[src/rtl/ldc_pkg.sv]
package ldc_pkg;

    typedef enum logic [1:0] {
        LN_IDLE  = 2'd0,
        LN_START = 2'd1,
        LN_DATA  = 2'd2,
        LN_STOP  = 2'd3
    } line_st_e;

    typedef enum logic [1:0] {
        OP_CHECK     = 2'd0,
        OP_RECV      = 2'd1,
        OP_REGEN     = 2'd2,
        OP_REGEN_ALT = 2'd3
    } op_mode_e;

    // Timing events handed from the bit timer to the other stages
    typedef struct packed {
        line_st_e st;
        logic     smp;
        logic     edge_ev;
    } tick_t;

    // Registered results of the bit recovery stage
    typedef struct packed {
        logic bit_val;
        logic strobe;
        logic regen;
        logic frame_err;
    } rec_out_t;

    // Allowed deviation in sample counts: (6 + 2*code)/32 of a bit
    function automatic logic [7:0] tol_limit(input logic [1:0] code, input logic [7:0] osr);
        logic [15:0] p;
        p = (16'(code) * 16'd2 + 16'd6) * 16'(osr);
        return 8'(p >> 5);
    endfunction

    // Distance of a transition from the nearest ideal boundary
    function automatic logic [7:0] edge_dev(input logic [7:0] ph, input logic [7:0] osr);
        return (ph < (osr >> 1)) ? ph : (osr - ph);
    endfunction

endpackage

[src/rtl/ldc_bit_timer.sv]
module ldc_bit_timer
    import ldc_pkg::*;
#(
    parameter int OSR       = 32,
    parameter int DATA_BITS = 8
) (
    input  logic                   clk,
    input  logic                   rst,
    input  logic                   rx_in,
    output tick_t                  tk,
    output logic [$clog2(OSR)-1:0] ph
);
    localparam int PH_W  = $clog2(OSR);
    localparam int IDX_W = $clog2(DATA_BITS + 1);
    localparam logic [PH_W-1:0]  HALF     = PH_W'(OSR / 2);
    localparam logic [PH_W-1:0]  PH_LAST  = PH_W'(OSR - 1);
    localparam logic [IDX_W-1:0] IDX_LAST = IDX_W'(DATA_BITS - 1);

    logic             rx_q;
    line_st_e         st;
    logic [IDX_W-1:0] idx;
    logic             smp;

    assign smp        = (st != LN_IDLE) && (ph == HALF);
    assign tk.st      = st;
    assign tk.smp     = smp;
    assign tk.edge_ev = (st != LN_IDLE) && (rx_in != rx_q);

    always_ff @(posedge clk) begin
        if (rst) begin
            rx_q <= 1'b1;
            st   <= LN_IDLE;
            ph   <= '0;
            idx  <= '0;
        end else begin
            rx_q <= rx_in;
            if (st == LN_IDLE) begin
                if (rx_q && !rx_in) begin
                    st  <= LN_START;
                    ph  <= PH_W'(1);
                    idx <= '0;
                end
            end else begin
                ph <= (ph == PH_LAST) ? '0 : ph + PH_W'(1);
                if (smp) begin
                    unique case (st)
                        LN_START: st <= rx_in ? LN_IDLE : LN_DATA;
                        LN_DATA: begin
                            if (idx == IDX_LAST) st <= LN_STOP;
                            else                 idx <= idx + IDX_W'(1);
                        end
                        LN_STOP: st <= LN_IDLE;
                        default: st <= LN_IDLE;
                    endcase
                end
            end
        end
    end

endmodule

[config.mk]
export PLATFORM = sky130hd
export DESIGN_NAME = ldc_bit_timer
export DESIGN_NICKNAME = d
export VERILOG_FILES = /design/src/rtl/ldc_pkg.sv /design/src/rtl/ldc_bit_timer.sv
export SDC_FILE = /design/constraint.sdc
export NUM_CORES = 1
export LEC_CHECK = 0
export ABC_CLOCK_PERIOD_IN_PS = 2350
export BUFFER_PORTS_ARGS = -buffer_cell sky130_fd_sc_hd__buf_2
export CORE_UTILIZATION = 53
export DETAILED_ROUTE_END_ITERATION = 8
export PLACE_DENSITY = 0.75
export SYNTH_ARGS = -nofsm -noshare
export SYNTH_HDL_FRONTEND = slang
export SYNTH_SLANG_ARGS = --single-unit
[constraint.sdc]
create_clock -name clk -period 2.35 [get_ports clk]
set_input_delay 0.235 -clock clk [delete_from_list [all_inputs] [get_ports clk]]
set_output_delay 0.235 -clock clk [all_outputs]
set_load 0.02 [all_outputs]
Word-level counts from Yosys, hierarchy flattened

Cells that the tools add are included.

$add $sub $neg: 2
Eq/ne operators: 9
Muxes and demuxes: 14
Reduce and logical (&&, ||, !) cells: 10

Operators by type and width:

| kind                                                 | count |
|---|---|
| two-way mux 4 bit                                    | 5 |
| two-way mux 5 bit                                    | 3 |
| equality test 5 bit (second input constant)          | 2 |
| two-way mux 2 bit                                    | 5 |
| nonzero test 2 bit                                   | 3 |
| adder 5 x 1 -> 5 bit (second input constant)         | 1 |
| adder 4 x 1 -> 4 bit (second input constant)         | 1 |
| equality test 4 x 3 -> 1 bit (second input constant) | 1 |
| one-hot mux 2 bit (2 select lines)                   | 1 |
| AND reduction 4 bit                                  | 1 |
| logical AND 1 bit                                    | 3 |
| != test 3 bit (second input constant)                | 1 |
| AND reduction 3 bit                                  | 1 |
| equality test 2 x 1 -> 1 bit (second input constant) | 1 |
| equality test 2 bit (second input constant)          | 1 |
| logical NOT 2 bit                                    | 1 |
| != test 2 x 1 -> 1 bit (second input constant)       | 1 |
| != test 2 bit (second input constant)                | 1 |
| logical NOT 1 bit                                    | 1 |
| != test 1 bit                                        | 1 |

Flip-flop bits (word level): 12
Input bits: 3
Output and inout port bits: 9
Word-level logic and storage cells: 39

Depth between registers and ports, before layout

Word-level depth: 5
Gate-level depth with buffers: 7
Gate-level depth less buffers: 6

Worst setup path after synthesis

No wires, ideal clock.

Path type: reg2reg
From: register ph[0]
To: register ph[2]
Setup time: 0.071 ns
Arrival time: 1.812 ns
Setup slack: 0.467 ns
Stages on the path, launching flop included: 6
Buffers on the path: 0
Path through: dfxtp_1 > ha_1 > and3_2 > ha_1 > or4b_2 > a21oi_1

Cells in the longest elaborated chain, start to end: 3

Ends and longest elaborated chain:

| item                                                               | RTL line            | source |
|---|---|---|
| start: declaration                                                 | ldc_bit_timer.sv:11 | `output logic [$clog2(OSR)-1:0] ph` |
| start signal: assignment                                           | ldc_bit_timer.sv:44 | `ph <= (ph == PH_LAST) ? '0 : ph + PH_W'(1);` |
| adder 5 x 1 -> 5 bit / equality test 5 bit (equally long branches) | ldc_bit_timer.sv:44 |  |
| two-way mux 5 bit (*)                                              | ldc_bit_timer.sv:44 |  |
| two-way mux 5 bit (*)                                              | ldc_bit_timer.sv:37 | `if (st == LN_IDLE) begin` |

Mark *: on every way between the ends. The rest lies on a longest branch, timed or not.
A chain may end at the register's enable or synchronous reset.

Worst setup path in the final report

Ends and elaborated chain as after synthesis.

==> impl_metrics.json <==
{
  "maxSlewHeadroom": 0.766,
  "antenna_found_initial": 0,
  "cts_hold_buf": 0,
  "drc": 0,
  "cts_resized": 0,
  "finClkSkew_ns": 0.000894,
  "cap_violations": 0,
  "tritoncts": "yes",
  "seq_area_um2": 240,
  "place_congestion": 0.792,
  "holdWs_ns": 0.175,
  "layout_min_cycle_time_ns": 1.90,
  "synth.avg_cell_area_um2": 8.93,
  "worstMarginPinSlew_ns": 0.350,
  "num_antenna_cells": 0,
  "power_density_nw_per_um2": 479,
  "rsz0062_at_grt": "false",
  "grt_usage": 0.224,
  "viasPerCell": 5.95,
  "start_util": 0.583,
  "syn2layout_area_growth_pct": 10.4,
  "ys_types": 34,
  "final_cell_count_no_fill": 111,
  "final_cell_mix": "12 x dfxtp_1, 11 x buf_2, 8 x inv_1, 8 x a21oi_1, 8 x ha_1",
  "dpl.cell_count": 108,
  "final_layout_size_suffix_gt1_frac": 0.240,
  "ys_seq_area_frac": 0.313,
  "path_delay_family": "simple AND/OR/NAND/NOR gates",
  "cts_root_buf": "clkbuf_4",
  "hold_viol_final": 0,
  "comb_power_share": 0.160,
  "cp-start-kind": "flip-flop",
  "syn_area_um2": 768,
  "overflow": 0,
  "drt_wl_total_um": 1530,
  "drv_slew": 0,
  "clkTransAtPathRegs_ns": 0.08,
  "status": "complete, no violations",
  "ant_nets": 0,
  "dp_hpwl_um": 1110,
  "crit_chain": "ha_1 -> and3_2 -> ha_1 -> or4b_2 -> a21oi_1",
  "fmax_ghz": 0.526,
  "cts_buffer_depth": 2,
  "crit_required_ns": 2.55,
  "finalSetupTns_ns": 0,
  "multiInputGateArea_um2": 474,
  "core_um2": 1320,
  "ir_drop_v": 0.000295,
  "path_buf_inv": 0,
  "cts-buffers-inserted": 3,
  "ys_seq_elements": 12,
  "finalSetupViolCount": 0,
  "clk_latency_ns": 0.26,
  "synth_warnings": 0,
  "synth_nets": 97,
  "switching_share": 0.277,
  "critPathMaxFanout": 7,
  "hp-class": "primary input to flip-flop",
  "seqPwrFrac": 0.528,
  "drt_iter0_drc": 18,
  "p_sw_mw": 0.112,
  "final_common_cell": "dfxtp_1",
  "grt_pass1_vias": 540,
  "route.vias.total": 661,
  "fillers": 103,
  "period_share": 0.809,
  "post_cts_buffers": 0,
  "finalNetCount": 109,
  "wl_per_cell_um": 13.8,
  "synth_edf_count": 0,
  "crit_type": "flip-flop to flip-flop",
  "utilization": 0.644,
  "die_w_um": 40.1,
  "end_kind": "flip-flop",
  "grt_pass1_wl_um": 2320,
  "ys_async_sr_fraction": 0,
  "ios": 12,
  "cts_sinks": 12,
  "fp.dieH_um": 40.1,
  "cp_data_arrival_time_ns": 2.10,
  "h-tree-depth": 1,
  "crit_top_cell": "ha_1",
  "num_rows": 13,
  "io_buffers": 11,
  "worst_path_largest_cell_delay_ns": 0.63,
  "ys.flop_type": "dfxtp_1",
  "p_leak_nw": 0.355,
  "grt_max_degree": 14,
  "cp_slowest_cell": "or4b_2",
  "dr.pass1.iters": 4,
  "dieArea_um2": 1610,
  "clkPwrFrac": 0.312,
  "synth_cells": 86,
  "internal_power_mw": 0.294
}
## worst register-to-register path, stage by stage (launching register included)
cell and delay (ns):
dfxtp_1 0.36, ha_1 0.24, and3_2 0.22, ha_1 0.23, or4b_2 0.63, a21oi_1 0.16
## layer usage
layer / GRT usage / wire [µm] / up-vias
met3: 0.0667 / 44 / 2
li1: - / - / 333
met4: 0.129 / 12 / 0
met5: 0 / 0 / -
met1: 0.277 / 763 / 315
met2: 0.339 / 710 / 11
## cell usage after synthesis (4+ instances only)
master | n | area (µm²)
nor3_1 | 4 | 20.0
a21oi_1 | 8 | 40.0
ha_1 | 8 | 100
inv_1 | 8 | 30.0
dfxtp_1 | 12 | 240
## path summary, 6_finish.rpt
path                                          start                  end  slack, ns  cells past startpoint
worst min-delay path                          rx_in      rx_q$_SDFF_PP1_       0.17                      2
worst min register to register  idx[0]$_SDFFE_PP0P_  idx[0]$_SDFFE_PP0P_       0.51                      2
worst max-delay path             ph[0]$_SDFFE_PP0P_   ph[2]$_SDFFE_PP0P_       0.45                      5
worst max register to register   ph[0]$_SDFFE_PP0P_   ph[2]$_SDFFE_PP0P_       0.45                      5
## cell families after synthesis
family / after synthesis / share of synthesized area
compound gates: 20 / 0.187
simple gates: 32 / 0.287
mux: 1 / 0.0130
fa+ha+maj: 8 / 0.130
flops: 12 / 0.313
buf+inv: 13 / 0.0700
## state kept, by name (all words and copies together) (netlist names)
signal	cells
ph	5
rx_q	1
idx	4
st	2
## layout make-up
class | instances | area share
well taps | 15 | 0.0221
multi-input cells | 61 | 0.559
inverters | 8 | 0.0354
clock buffers | 3 | 0.0265
flip-flops and latches | 12 | 0.283
repair buffers | 12 | 0.0737
## power by group through the flow
stage / combinational, mW / sequential, mW / clock, mW
finish: 0.0649 / 0.215 / 0.127
global route: 0.0717 / 0.215 / 0.139
CTS: 0.0655 / 0.215 / 0.131
global placement: 0.0643 / 0.219 / 0
detailed placement: 0.0652 / 0.219 / 0
floorplan: 0.0418 / 0.224 / 0
## metrics by stage
stage	power (mW)	setup slack (ns)	instance area (µm²)
6_report	0.406	0.449	848
5_1_grt	0.426	0.332	848
4_1_cts	0.411	0.459	848
3_5_place_dp	0.285	0.461	826
3_3_place_gp	0.283	0.527	826
2_1_floorplan	0.266	0.467	768
No activity file was read; power rests on OpenSTA's default activity.
